**src/rtl/keygate_pkg.sv**
```systemverilog
package keygate_pkg;

  typedef enum logic [1:0] {
    GATE_LOCKED   = 2'd0,
    GATE_ARMED    = 2'd1,
    GATE_SETTLING = 2'd2,
    GATE_OPEN     = 2'd3
  } gateState_t;

  // Strobes from control to datapath
  typedef struct packed {
    logic clearTimer;
    logic runTimer;
    logic isOpen;
  } gateStrobes_t;

  // Decoded events from datapath to control
  typedef struct packed {
    logic firstHit;
    logic firstGood;
    logic secondHit;
    logic secondGood;
    logic settleDone;
  } keyEvents_t;

endpackage

```
**src/rtl/keygate_datapath.sv**
```systemverilog
module keygate_datapath
  import keygate_pkg::*;
#(
  parameter int ADDR_W        = 8,
  parameter int DATA_W        = 32,
  parameter logic [ADDR_W-1:0] FIRST_ADDR  = 8'h70,
  parameter logic [ADDR_W-1:0] SECOND_ADDR = 8'h74,
  parameter logic [DATA_W-1:0] FIRST_KEY   = 32'h83E7_0B13,
  parameter logic [DATA_W-1:0] SECOND_KEY  = 32'h95A4_F1E0,
  parameter int SETTLE_CYCLES = 3,
  parameter int FLAG_BIT      = 23
) (
  input  logic              clk,
  input  logic              rstN,
  input  logic              busWrEn,
  input  logic [ADDR_W-1:0] busAddr,
  input  logic [DATA_W-1:0] busWdata,
  input  gateStrobes_t      strobes,
  output keyEvents_t        events,
  output logic              protWrEn,
  output logic [DATA_W-1:0] statusBits
);

  localparam int CNT_W = $clog2(SETTLE_CYCLES + 1);
  localparam logic [CNT_W-1:0] LAST_CNT = CNT_W'(SETTLE_CYCLES - 1);

  logic [CNT_W-1:0] settleCnt;
  logic             keyAddr;

  // Settling timer models the slow-domain synchronisation delay
  always_ff @(posedge clk) begin
    if (!rstN || strobes.clearTimer) begin
      settleCnt <= '0;
    end else if (strobes.runTimer) begin
      settleCnt <= settleCnt + 1'b1;
    end
  end

  always_comb begin
    events.firstHit   = busWrEn && (busAddr == FIRST_ADDR);
    events.secondHit  = busWrEn && (busAddr == SECOND_ADDR);
    events.firstGood  = busWdata == FIRST_KEY;
    events.secondGood = busWdata == SECOND_KEY;
    events.settleDone = strobes.runTimer && (settleCnt == LAST_CNT);
  end

  assign keyAddr  = (busAddr == FIRST_ADDR) || (busAddr == SECOND_ADDR);
  assign protWrEn = busWrEn && strobes.isOpen && !keyAddr;

  always_comb begin
    statusBits           = '0;
    statusBits[FLAG_BIT] = strobes.isOpen;
  end

endmodule

```
**src/rtl/keygate_ctrl.sv**
```systemverilog
module keygate_ctrl
  import keygate_pkg::*;
(
  input  logic         clk,
  input  logic         rstN,
  input  keyEvents_t   events,
  output gateStrobes_t strobes
);

  gateState_t state, stateNext;
  logic acceptSecond;

  assign acceptSecond = (state == GATE_ARMED) && events.secondHit && events.secondGood;

  always_comb begin
    stateNext = state;
    unique case (state)
      GATE_LOCKED: begin
        if (events.firstHit && events.firstGood) stateNext = GATE_ARMED;
      end
      GATE_ARMED: begin
        if (events.firstHit) begin
          stateNext = events.firstGood ? GATE_ARMED : GATE_LOCKED;
        end else if (events.secondHit) begin
          stateNext = events.secondGood ? GATE_SETTLING : GATE_LOCKED;
        end
      end
      GATE_SETTLING: begin
        if (events.settleDone) stateNext = GATE_OPEN;
      end
      GATE_OPEN: stateNext = GATE_OPEN;
      default:   stateNext = GATE_LOCKED;
    endcase
  end

  always_ff @(posedge clk) begin
    if (!rstN) state <= GATE_LOCKED;
    else       state <= stateNext;
  end

  always_comb begin
    strobes.clearTimer = acceptSecond;
    strobes.runTimer   = (state == GATE_SETTLING);
    strobes.isOpen     = (state == GATE_OPEN);
  end

endmodule

```
**src/rtl/keygate_top.sv**
```systemverilog
module keygate_top
  import keygate_pkg::*;
#(
  parameter int ADDR_W        = 8,
  parameter int DATA_W        = 32,
  parameter logic [ADDR_W-1:0] FIRST_ADDR  = 8'h70,
  parameter logic [ADDR_W-1:0] SECOND_ADDR = 8'h74,
  parameter logic [DATA_W-1:0] FIRST_KEY   = 32'h83E7_0B13,
  parameter logic [DATA_W-1:0] SECOND_KEY  = 32'h95A4_F1E0,
  parameter int SETTLE_CYCLES = 3,
  parameter int FLAG_BIT      = 23
) (
  input  logic              clk,
  input  logic              rstN,
  input  logic              busWrEn,
  input  logic [ADDR_W-1:0] busAddr,
  input  logic [DATA_W-1:0] busWdata,
  output logic              protWrEn,
  output logic              unlocked,
  output logic [DATA_W-1:0] statusBits
);

  gateStrobes_t strobes;
  keyEvents_t   events;

  keygate_ctrl u_ctrl (
    .clk     (clk),
    .rstN    (rstN),
    .events  (events),
    .strobes (strobes)
  );

  keygate_datapath #(
    .ADDR_W        (ADDR_W),
    .DATA_W        (DATA_W),
    .FIRST_ADDR    (FIRST_ADDR),
    .SECOND_ADDR   (SECOND_ADDR),
    .FIRST_KEY     (FIRST_KEY),
    .SECOND_KEY    (SECOND_KEY),
    .SETTLE_CYCLES (SETTLE_CYCLES),
    .FLAG_BIT      (FLAG_BIT)
  ) u_dp (
    .clk        (clk),
    .rstN       (rstN),
    .busWrEn    (busWrEn),
    .busAddr    (busAddr),
    .busWdata   (busWdata),
    .strobes    (strobes),
    .events     (events),
    .protWrEn   (protWrEn),
    .statusBits (statusBits)
  );

  assign unlocked = strobes.isOpen;

endmodule

```
**config.mk**
```make
export PLATFORM = sky130hd
export DESIGN_NAME = keygate_top
export DESIGN_NICKNAME = d
export VERILOG_FILES = /design/src/rtl/keygate_pkg.sv /design/src/rtl/keygate_datapath.sv /design/src/rtl/keygate_ctrl.sv /design/src/rtl/keygate_top.sv
export SDC_FILE = /design/constraint.sdc
export NUM_CORES = 1
export LEC_CHECK = 0
export ABC_AREA = 1
export BUFFER_PORTS_ARGS = -buffer_cell sky130_fd_sc_hd__buf_4
export CORE_MARGIN = 1.5
export CORE_UTILIZATION = 32
export CTS_BUF_LIST = sky130_fd_sc_hd__clkbuf_16
export DETAILED_ROUTE_END_ITERATION = 16
export GPL_TIMING_DRIVEN = 0
export PLACE_DENSITY = 0.74
export SETUP_SLACK_MARGIN = 0.5
export SYNTH_ARGS = -nofsm -noshare
export SYNTH_HDL_FRONTEND = slang
export SYNTH_SLANG_ARGS = --single-unit
```
**constraint.sdc**
```tcl
create_clock -name clk -period 1.1 [get_ports clk]
set_input_delay 0.22 -clock clk [delete_from_list [all_inputs] [get_ports clk]]
set_output_delay 0.22 -clock clk [all_outputs]
set_load 0.02 [all_outputs]
```
# Yosys cells after proc, flatten, opt, wreduce, memory -nomap -nowiden

Cells that the tools add are included.

Register bits after elaboration: 4
Output and inout port bits: 34
Logic and storage cells: 35

Add/sub/neg operators: 1
Eq/ne operators: 11
Muxes and demuxes: 7
Reduce and logical (&&, ||, !) cells: 14

Operators by type and width:

| cell                                                                  | number |
|---|---|
| 32-bit equality test, second input constant                           | 2 |
| 8-bit by 7-bit equality test with 1-bit output, second input constant | 2 |
| 2-bit 2-to-1 mux                                                      | 5 |
| 1-bit logical AND                                                     | 8 |
| 2-bit one-hot mux with 4 select lines                                 | 1 |
| 2-bit equality test, second input constant                            | 3 |
| 3-bit by 1-bit != test with 1-bit output, second input constant       | 1 |
| 3-bit AND reduction                                                   | 1 |
| 2-bit by 1-bit adder with 2-bit output, second input constant         | 1 |
| 2-bit by 1-bit equality test with 1-bit output, second input constant | 1 |
| 1-bit logical NOT                                                     | 2 |
| 2-bit logical NOT                                                     | 1 |
| 1-bit logical OR                                                      | 2 |
| 2-bit by 1-bit != test with 1-bit output, second input constant       | 1 |
| 2-bit != test, second input constant                                  | 1 |
| 1-bit 2-to-1 mux                                                      | 1 |

# Longest topological paths before layout

Gate-level depths: netlist of run 1.

Depth after elaboration: 5
Gate-level depth with buffers: 10
Depth with buffers taken out: 10

# By module

Synthesis of run 1 repeated with hierarchy kept, for this count alone.

Cell total of the unflattened synthesis: 155
Area total of the unflattened synthesis: 830.8 µm²

Modules (own cells, without submodules):

| module           | instances | cells each | area an instance (µm²) | seq. area each (µm²) |
|---|---|---|---|---|
| keygate_datapath | 1         | 129        | 679.4                  | 40.0 |
| keygate_ctrl     | 1         | 26         | 151.4                  | 40.0 |

# Worst setup path after synthesis of run 1

OpenSTA, ideal clock, no wires.

Kind: register -> register
From: register u_ctrl.state[1]
To: register u_ctrl.state[1]
Data arrival time: 1,000 ps
Data required time: 989 ps
Slack: -12 ps
Cell stages (with the launch flop): 9
Buffers on the path: 0
Clock period less this slack: 1,112 ps
Path through: dfxtp_1 > inv_1 > nor2_2 > inv_2 > or2_4 > nand2_2 > nor2_1 > nor2_1 > nor2_1

Longest elaborated chain between the ends: 4
Elaborated cells between the ends (all ways): 10
Classes of those cells: eq/ne (6); mux (1); reduce/logical (3)

Ends and longest elaborated chain:

| element                       | line                                   | text |
|---|---|---|
| start, declared               | keygate_ctrl.sv:10                     | `gateState_t state, stateNext;` |
| start signal, assigned        | keygate_ctrl.sv:38                     | `else state <= stateNext;` |
| 2-bit equality test           | keygate_ctrl.sv:17, keygate_ctrl.sv:43 |  |
| 1-bit logical AND             | keygate_datapath.sv:44                 | `events.settleDone = strobes.runTimer && (settleCnt == LAST_CNT);` |
| 2-bit != test (no line)       | -                                      |  |
| 3-bit AND reduction (no line) | -                                      |  |

Parallel ways exist; a longest one is shown, timed or not.
A chain may end at the register's enable or synchronous reset.

# Worst setup path after layout of run 1

From: register u_ctrl.state[1]
To: output protWrEn

Longest elaborated chain between the ends: 3

Ends and longest elaborated chain:

| element                         | line                   | text |
|---|---|---|
| 2-bit equality test             | keygate_ctrl.sv:44     | `strobes.isOpen = (state == GATE_OPEN);` |
| 1-bit logical AND (2 in series) | keygate_datapath.sv:48 | `assign protWrEn = busWrEn && strobes.isOpen && !keyAddr;` |
| end, declared                   | keygate_top.sv:18      | `output logic protWrEn,` |

No other way between the ends.

==> summary.md, run 1 <==
| Metric | Value |
|---|---|
| Status | finished with violations |
| Failing checks | setup timing |
| First-pass GRT wire length | between 2 and 3 mm |
| Syn avg cell area | 5.419 µm² |
| Layout cells sized above 1 | between 40% and 50% |
| Post-CTS Hold Buffers | 0 |
| Crit path capture type | output port |
| DR iter-0 viols | 10 |
| FILL cells | slightly above 200 |
| Yosys synthesis warning count | 0 |
| Max FO, Critical Path | 3 |
| Non-Filler Instances | about 260 |
| DRC | 0 |
| Post-route setup slack | -0.09961 ns |
| Antenna viol nets, final | 0 |
| GP Congestion | ~0.74 |
| Area of the die | approximately 2700 µm² |
| Final Cell Area | 1490 µm² |
| CTS clock-pin slew for the worst setup and hold paths | roughly 0.030 ns |
| # setup viols final | 4 |
| Die height | roughly 52 µm |
| ANT cells | 0 |
| Grt ovf | 0 |
| Leak pwr | about 0.88 nW |
| Detailed Route WL | about 1.8 mm |
| CP Launch Type | flip-flop |
| CTS tree | yes |
| Fin crit period | between 1 and 1.5 ns |
| Maximum number of pins on one net before global-route repair | 4 |
| Hold Crit Depth | 3 |
| Clock sinks | 4 |
| Drt pass-1 iters | 4 |
| Req. time, crit path | 0.88 ns |
| Fmax | 833.6 MHz |
| Slew Viols, Final | 0 |
| Syn Inst Count | 142 |
| Arr. time, crit path | ~1 ns |
| Worst hold slack | about 0.23 ns |
| Placed cell count | 245 |
| Yosys reg bits | 4 |
| Clk_skew | around 0.00074 ns |
| Vias per cell | 3.727 |
| RSZ-0062 raised after global routing | true |
| Root Buffer | clkbuf_16 |
| Delay-heaviest family, CP | flip-flops |
| Most frequent cells in the layout | buf_4, conb_1, nand2_1, nor2_1, inv_1 |
| Distinct cells, synth | 18 |
| Worst skew pair latency | between 0.2 and 0.25 ns |
| IO buf count | 45 |
| Initial antenna violation count | 0 |
| Max-cap violations | 0 |
| CP Buf/Inv Count | 2 |
| CP cell instances | nand2_2, inv_2, and3_4, buf_6 |
| Hold Fails Final Rpt | 0 |
| R2R Setup Slk | -0.06 ns |
| Vias in the first global route | just over 800 |
| Sequential fraction of the synthesis area | a little over a tenth |
| Worst-path cell with the longest stage delay | dfxtp_2 |
| Most common cell after layout, fill and taps aside | buf_4 |
| Fin crit share | 109.1% |
| Hold crit path type | primary input to flip-flop |
| Starting Density | 34.45% |
| Worst-case clock buffer depth | 2 |
| WP depth | 4 |
| DR WL/cell | roughly 7.2 µm |
| Crit path kind | flip-flop to output port |
| CTS Buf Count | 3 |
| Area growth from synthesis to final layout | 93.66% |
| Die Wd | ~52 µm |
| Syn Std Cell Area | approximately 770 µm² |
| Cell Area, Placed | 1310 µm² |
| Core box area | 2233 µm² |
| H-tree depth | 1 |
| Nets | approximately 270 |
| Vias post-DR | approximately 950 |
| HPWL after DPL | between 1 and 1.5 mm |
| IO Count | between 70 and 80 |
| Peak VDD IR | 0.0006579 V |
| GRT Total Usage | between 10% and 20% |
| Placement Rows | 17 |
| P per Cell Area | 723.9 nW/µm² |
| Worst stage delay on the critical path | roughly 0.35 ns |
| Worst r2r path cells | 8 |
sequential cells by signal, indices dropped and copies added (netlist names):
signal	count
u_dp.settleCnt	2
u_ctrl.state	2
power breakdown:
group	internal, W	switching, W
registers	0.000144	0.0000000000000000163
logic	0.000193	0.000176
clock network	0.000464	0.000102
Yosys cell counts:
master | n | area share (%)
ha_1 | 1 | 1.6
dfxtp_1 | 4 | 10
o21ai_0 | 2 | 1.3
nand4_1 | 3 | 2.4
or2_4 | 1 | 1.1
nand2_1 | 30 | 15
nand2_2 | 1 | 0.81
buf_4 | 32 | 31
nand3_1 | 4 | 2.6
inv_1 | 23 | 11
inv_2 | 1 | 0.49
conb_1 | 1 | 0.49
nor2_2 | 1 | 0.81
and3_1 | 1 | 0.81
nand3b_1 | 2 | 2.0
nor2_1 | 32 | 16
nor3_1 | 2 | 1.3
xor2_1 | 1 | 1.1
worst paths after layout:
path                           from                end
hold reg to reg   u_dp.settleCnt[1]  u_dp.settleCnt[1]
setup reg to reg    u_ctrl.state[0]    u_ctrl.state[1]
hold / removal                 rstN    u_ctrl.state[1]
setup / recovery    u_ctrl.state[1]           protWrEn
layer usage:
layer | vias to the layer above | GRT usage (%) | share of wire, %
li1 | 531 | - | -
met1 | 380 | 14.68 | 38
met2 | 41 | 28.27 | 51
met3 | 2 | 2.011 | 11
met4 | 0 | 3.947 | 0.76
met5 | - | 0 | 0
worst min-delay path, cell delays in order:
cell and delay, ns:
buf_4 0.12, inv_1 0.04, nor2_1 0.03
through the flow:
stage	power, W	setup TNS, ns	setup WS (ns)	utilization [%]
3_5_place_dp	0.0005120	-0.2016	-0.08301	58.66
6_report	0.001079	-0.1897	-0.09961	66.72
4_1_cts	0.001076	-0.1785	-0.09773	66.44
5_1_grt	0.001133	-0.4040	-0.1426	66.72
2_1_floorplan	0.0003766	0	0.03401	-
3_3_place_gp	0.0005089	-0.2038	-0.07681	58.66
timing repair:
| action | CTS | global route |
|---|---|---|
| gates resized for setup | 11 | 2 |
| setup endpoints to repair | 7 | 7 |
| buffers inserted | 8 | 0 |
| pin swaps | 4 | 2 |
cell type report:
cell class | instances | area, µm² | share of cell area [%]
plain buffers | 32 | 244.0 | 16.37
inverters | 24 | 105.1 | 7.053
flip-flops and latches | 4 | 86.33 | 5.793
multi-input cells | 112 | 520.5 | 34.93
repair buffers | 53 | 424.2 | 28.46
well taps | 28 | 35.03 | 2.351
clock buffers | 3 | 75.07 | 5.038
cells by family (layout without fill, tap and decap cells):
group / count (synthesis) / count (layout) / share of synthesized area [%]
AND/OR/NAND/NOR: 77 / 77 / 42.12
buffers and inverters: 56 / 112 / 42.93
flip-flops: 4 / 4 / 10.41
AO/OA/AOI/OAI: 2 / 2 / 1.301
adder cells (fa/ha/maj): 1 / 1 / 1.626
other: 1 / 31 / 0.4873
XOR/XNOR: 1 / 1 / 1.138
Power figures use the tool's default switching activity.
==> run 2, diff against run 1 <==
--- a/config.mk
+++ b/config.mk
@@ -8,12 +8,13 @@
 export ABC_AREA = 1
 export BUFFER_PORTS_ARGS = -buffer_cell sky130_fd_sc_hd__buf_4
 export CORE_MARGIN = 1.5
-export CORE_UTILIZATION = 32
+export CORE_UTILIZATION = 33
 export CTS_BUF_LIST = sky130_fd_sc_hd__clkbuf_16
 export DETAILED_ROUTE_END_ITERATION = 16
 export GPL_TIMING_DRIVEN = 0
-export PLACE_DENSITY = 0.74
+export PLACE_DENSITY = 0.76
 export SETUP_SLACK_MARGIN = 0.5
 export SYNTH_ARGS = -nofsm -noshare
 export SYNTH_HDL_FRONTEND = slang
+export SYNTH_HIERARCHICAL = 1
 export SYNTH_SLANG_ARGS = --single-unit
==> run 2 against run 1 <==
Effect of this change:
- the flow still finishes with violations (setup timing)
- highest routed layer unchanged
- die area is 4.4% higher
- cell area is 3.3% higher
- critical path depth is 3 higher
- final cell count is 4.7% higher
- core utilization is 0.27 points higher
- setup slack worse by 0.036 ns
==> summary.md, run 2 <==
| Metric | Value |
|---|---|
| Area of the die | between 2000 and 3000 µm² |
| Hold crit path type | primary input to flip-flop |
| Ys flop type | dfxtp_1 |
| CTS Buf Count | 3 |
| FILL cells | 203 |
| Register area | a little over 80 µm² |
| Root Buffer | clkbuf_16 |
| GP Congestion | 0.7780 |
| Asr flop ratio synth | 0% |
| Post-layout util | between 60% and 70% |
| Hold Fails Final Rpt | 0 |
| Crit path capture type | output port |
| Max FO, Critical Path | 2 |
| Vias per cell | ~3.6 |
| RSZ-0062 raised after global routing | true |
| Initial antenna violation count | 0 |
| P per Cell Area | slightly below 700 nW/µm² |
| Layout cells sized above 1 | around 47% |
| Vias in the first global route | between 800 and 900 |
| HPWL after DPL | 1.510 mm |
| Met3 Use GR | under 10% |
| Antenna viol nets, final | 0 |
| Failing checks | setup timing |
| Post-route setup slack | -0.1354 ns |
| Post-synth top area share | between 20% and 30% |
| TNS Setup | -0.4733 ns |
| IO Count | a little under 80 |
| First-pass GRT wire length | 2.953 mm |
| Vias post-DR | approximately 980 |
| Placement Rows | 17 |
| Arr. time, crit path | between 1 and 1.5 ns |
| Largest registers | u_ctrl/state x2, u_dp/settleCnt x2 |
| Distinct cells, synth | 17 |
| H-tree depth | 1 |
| Met1 global-route usage | roughly 15% |
| Fmax | 809.4 MHz |
| GR peak layer | met2 |
| GRT Total Usage | ~14% |
| # setup viols final | 5 |
| Fin crit period | 1.235 ns |
| Synth top area cells | buf_4, nand2_1, nor2_1 |
| Worst-case clock buffer depth | 2 |
| Yosys reg bits | 4 |
| Max-cap violations | 0 |
| Final Cell Area | between 1500 and 2000 µm² |
| Sequential fraction of the synthesis area | ~9.6% |
| Req. time, crit path | about 0.88 ns |
| Status | finished with violations |
| Area growth from synthesis to final layout | 85.24% |
| Maximum number of pins on one net before global-route repair | 5 |
| Worst skew pair latency | 0.22 ns |
| IO buf count | 45 |
| Grt ovf | 0 |
| CP Launch Type | flip-flop |
| Die height | between 50 and 60 µm |
| Leak pwr | approximately 0.92 nW |
| Syn Inst Count | ~160 |
| Syn avg cell area | around 5.4 µm² |
| EDFF count, synth | 0 |
| Most instantiated cells after synthesis | nand2_1, buf_4, nor2_1 |
| Peak VDD IR | around 0.00051 V |
| Yosys synthesis warning count | 6 |
| Clock sinks | 4 |
| Area of the multi-input gates | 550.5 µm² |
| Most frequent cell after synthesis | nand2_1 |
| DRC | 0 |
| CTS tree | yes |
| Worst hold slack | 0.2583 ns |
| Most common cell after layout, fill and taps aside | buf_4 |
| Crit path kind | flip-flop to output port |
| Syn Std Cell Area | approximately 830 µm² |
| Detailed Route WL | roughly 2.0 mm |
| Clk_skew | 0.00009688 ns |
| DR iter-0 viols | 3 |
| ANT cells | 0 |
| GR Util met2 | between 20% and 30% |
| Drt pass-1 iters | 3 |
| Starting Density | between 30% and 40% |
| Yosys top cell by area | buf_4 |
| Most frequent cells in the layout | buf_4, nand2_1, conb_1, nor2_1, inv_1 |
| Nets | roughly 290 |
| Slew Viols, Final | 0 |
| Post-CTS Hold Buffers | 0 |
| Core box area | around 2300 µm² |
| Cell Area, Placed | approximately 1300 µm² |
| DR WL/cell | roughly 7.5 µm |
| CTS clock-pin slew for the worst setup and hold paths | 0.03 ns |
| Fin crit share | 112.3% |
| Die Wd | ~53 µm |
[run 2: cell types whose count changed after synthesis, moves of 2 or more]
| cell | change |
|---|---|
| nor3_1 | -2 |
| nor2_2 | +5 |
| o21ai_0 | -2 |
| inv_1 | +5 |
| nand2_1 | +9 |
| nand3b_1 | -2 |
| nor2_1 | -3 |
| nand4_1 | -2 |
[run 2: per-stage QoR]
stage	total power [W]	worst slack, ns	std cells
floorplan	0.0003756	0.02383	185
global placement	0.0005038	-0.2237	258
detailed placement	0.0005069	-0.2136	258
CTS	0.001075	-0.1077	267
global route	0.001121	-0.1689	268
finish	0.001071	-0.1354	268
[run 2: logic make-up after synthesis]
kind of cell	count (synthesis)	share of synthesized area [%]
other	1	0.4514
and+or+nand+nor	83	42.02
AOI/OAI and AO/OA	2	1.958
xor gates and xnor gates	1	1.054
DFF	4	9.639
buffers and inverters	63	43.37
adders and majority gates	1	1.506
[run 2: worst max-delay path: stages (launching register included)]
cell and delay [ns]:
dfxtp_2 0.33, nand2_2 0.06, inv_2 0.05, nand2_1 0.05, inv_2 0.05, nand2_2 0.06, nor2_4 0.08, buf_6 0.11
[run 2: routing by layer]
metal,up-vias,share of wire (%),wire length (µm)
met2,45,51,1028
li1,555,-,-
met3,2,9.5,192
met4,0,1.0,21
met1,374,38,770
met5,-,0,0
[run 2: path summary, 6_finish.rpt]
path | cells after the start | slack (ns) | end | start
hold / removal | 3 | 0.26 | u_ctrl/state[1] | rstN
setup / recovery | 7 | -0.14 | protWrEn | u_ctrl/state[0]
setup reg to reg | 8 | -0.10 | u_dp/settleCnt[0] | u_ctrl/state[1]
hold reg to reg | 2 | 0.54 | u_dp/settleCnt[0] | u_dp/settleCnt[0]
[run 2: power breakdown]
| part | switching, W | internal [W] | total [W] | leakage (nW) |
|---|---|---|---|---|
| combinational | 0.000173 | 0.000196 | 0.000368 | 0.855 |
| sequential | 0.0000000000000000583 | 0.000146 | 0.000146 | 0.0332 |
| clock | 0.0000935 | 0.000464 | 0.000557 | 0.0370 |
| total | 0.000266 | 0.000805 | 0.00107 | 0.925 |
[run 2: layout make-up]
type	instances	share of cell area (%)
well taps	28	2.276
inverters	30	7.805
plain buffers	33	16.59
repair buffers	52	27.32
flip-flops and latches	4	5.366
clock buffers	3	4.878
multi-input cells	118	35.77
[run 2: timing repair]
action / 4_1_cts / 5_1_grt
pin swaps: 15 / 4
resized for setup: 17 / 4
setup endpoints to repair: 7 / 7
setup buffers: 6 / 1
==> run 3, diff against run 2 <==
--- a/config.mk
+++ b/config.mk
@@ -8,7 +8,7 @@
 export ABC_AREA = 1
 export BUFFER_PORTS_ARGS = -buffer_cell sky130_fd_sc_hd__buf_4
 export CORE_MARGIN = 1.5
-export CORE_UTILIZATION = 33
+export CORE_UTILIZATION = 32
 export CTS_BUF_LIST = sky130_fd_sc_hd__clkbuf_16
 export DETAILED_ROUTE_END_ITERATION = 16
 export GPL_TIMING_DRIVEN = 0
@@ -16,5 +16,4 @@
 export SETUP_SLACK_MARGIN = 0.5
 export SYNTH_ARGS = -nofsm -noshare
 export SYNTH_HDL_FRONTEND = slang
-export SYNTH_HIERARCHICAL = 1
 export SYNTH_SLANG_ARGS = --single-unit
==> run 3 against run 2 <==
Effect of this change:
- the run still ends with setup timing left
- first-iteration DRC count grew 33%
- via count shrank 4.7%
- setup slack gained 0.043 ns
- final cell count shrank 5.2%
- core utilization shrank 0.44 points
- non-clock buffer count shrank 2
- flip-flop and latch count is the same
- clock skew grew 0.00085 ns
- global-route usage shrank 1.1 points
- maximum frequency grew 3.6%
==> summary.md, run 3 (same netlist as run 1, synthesis figures left out) <==
| Metric | Value |
|---|---|
| TNS Setup | -0.1892 ns |
| DR iter-0 viols | 4 |
| Hold Crit Start | rstN |
| DRC | 0 |
| # setup viols final | 4 |
| R2R Setup Slk | -0.06 ns |
| Die height | ~52 µm |
| Logic pwr share | 34.7% |
| Design Power | ~0.0011 W |
| GP Congestion | 0.6800 |
| Most common cell after layout, fill and taps aside | buf_4 |
| Crit Reg-Reg Startpoint | u_ctrl.state[0] |
| Arr. time, crit path | between 0.9 and 1 ns |
| Fin crit period | approximately 1.2 ns |
| Most frequent cells in the layout | buf_4, conb_1, nand2_1, nor2_1, inv_1 |
| Net Sw Power | ~0.00027 W |
| Crit path capture type | output port |
| Grt ovf | 0 |
| Final Cell Area | about 1500 µm² |
| Vias post-DR | 930 |
| Hold Crit Depth | 3 |
| Max-cap violations | 0 |
| Fin crit share | 108.4% |
| Req. time, crit path | 0.88 ns |
| Layout cells sized above 1 | about half |
| Clock sinks | 4 |
| Hold crit path type | primary input to flip-flop |
| HPWL after DPL | 1.478 mm |
| GRT Total Usage | about an eighth |
| Detailed Route WL | around 1.8 mm |
| Leak pwr | between 0.8 and 0.9 nW |
| H-tree depth | 1 |
| Post-layout util | between 60% and 70% |
| Root Buffer | clkbuf_16 |
| CTS clock-pin slew for the worst setup and hold paths | ~0.030 ns |
| Vias in the first global route | around 770 |
| Pre-CTS WS | -0.09615 ns |
| Largest registers | u_ctrl.state x2, u_dp.settleCnt x2 |
| Vias per cell | 3.661 |
| Fmax | 838.5 MHz |
| Max FO, Critical Path | 4 |
| P per Cell Area | about 720 nW/µm² |
| Drt pass-1 iters | 3 |
| Slew Viols, Final | 0 |
| Peak VDD IR | about 0.00089 V |
| Worst r2r path cells | 8 |
| First-pass GRT wire length | roughly 2.8 mm |
| Failing checks | setup timing |
| Placement Rows | 17 |
| Status | finished with violations |
| IO buf count | 45 |
| IO Count | between 70 and 80 |
| Core box area | about 2200 µm² |
| CTS tree | yes |
| DR WL/cell | just under 7 µm |
| Min-Delay Endpoint | u_ctrl.state[1] |
| Reg2Reg Capture Point | u_ctrl.state[1] |
| Clk pwr share | around 52% |
| Die Wd | around 52 µm |
| RSZ-0062 raised after global routing | true |
| Worst-case clock buffer depth | 2 |
| Area of the die | ~2700 µm² |
| ANT cells | 0 |
| Initial antenna violation count | 0 |
| Crit path kind | flip-flop to output port |
| Hold Fails Final Rpt | 0 |
| Starting Density | between 30% and 40% |
| Net Sw Frac | between 20 and 30% |
| Worst setup path start | u_ctrl.state[1] |
| Area growth from synthesis to final layout | 93.17% |
| Maximum number of pins on one net before global-route repair | 5 |
| Post-route setup slack | -0.09257 ns |
| Reg power frac | a little over an eighth |
| Nets | 272 |
| Antenna viol nets, final | 0 |
| Clk_skew | 0.0009422 ns |
| Cell Area, Placed | about 1300 µm² |
| CTS Buf Count | 3 |
| Worst skew pair latency | approximately 0.22 ns |
| P_int | 0.0007998 W |
| CP Launch Type | flip-flop |
## run 3: cell count changes in the layout (fill, tap and decap cells not counted), sizes merged, moves of 2 or more
| cell | change |
|---|---|
| nand2 | -8 |
| inv | -6 |
| buf | -2 |
| nand3b | +2 |
| nand4 | +2 |
| nor2 | -2 |
| nor3 | +2 |
| o21ai | +2 |
## run 3: stage by stage
step                instances  hold slack, ns
finish                    254          0.2334
floorplan                 172          0.3248
global route              254          0.2597
CTS                       253          0.2301
global placement          245          0.4562
detailed placement        245          0.4618
## run 3: power by group through the flow
stage,logic [W],registers [W],clock network [W]
6_report,0.000373,0.000141,0.000560
3_3_place_gp,0.000360,0.000148,0
5_1_grt,0.000408,0.000141,0.000580
2_1_floorplan,0.000229,0.000148,0
4_1_cts,0.000363,0.000144,0.000572
3_5_place_dp,0.000363,0.000148,0
## run 3: cell type report
class                      count  area, µm²
timing repair buffer          51      405.4
tap                           28      35.03
sequential                     4      88.84
inverter                      24      105.1
clock buffer                   3      75.07
multi-input combinational    112      533.0
buffer                        32      244.0
fill                         208      747.0
## run 3: repair_timing
action / 4_1_cts / 5_1_grt
pin swaps: 7 / 9
hold buffers: 0 / 0
buffers inserted: 5 / 1
setup endpoints to repair: 7 / 7
resized for setup: 8 / 10
## run 3: metal layers
metal	wire length, µm	global-route usage [%]
met4	0	3.947
met3	231	3.448
met5	0	0
met1	642	14.43
met2	893	24.68
## run 3: worst max-delay path by stage
stage	end	slack, ns	cells past startpoint
after floorplan	u_ctrl.state[1]	0.03	8
after global placement	protWrEn	-0.08	7
after detailed placement	protWrEn	-0.1	7
after CTS	protWrEn	-0.1	4
after global routing	protWrEn	-0.14	4
final	protWrEn	-0.09	4
## run 3: critical path: stages (launching register included)
cell,delay [ns]
dfxtp_4,0.36
nand2_2,0.05
inv_2,0.06
and3_4,0.17
buf_6,0.11
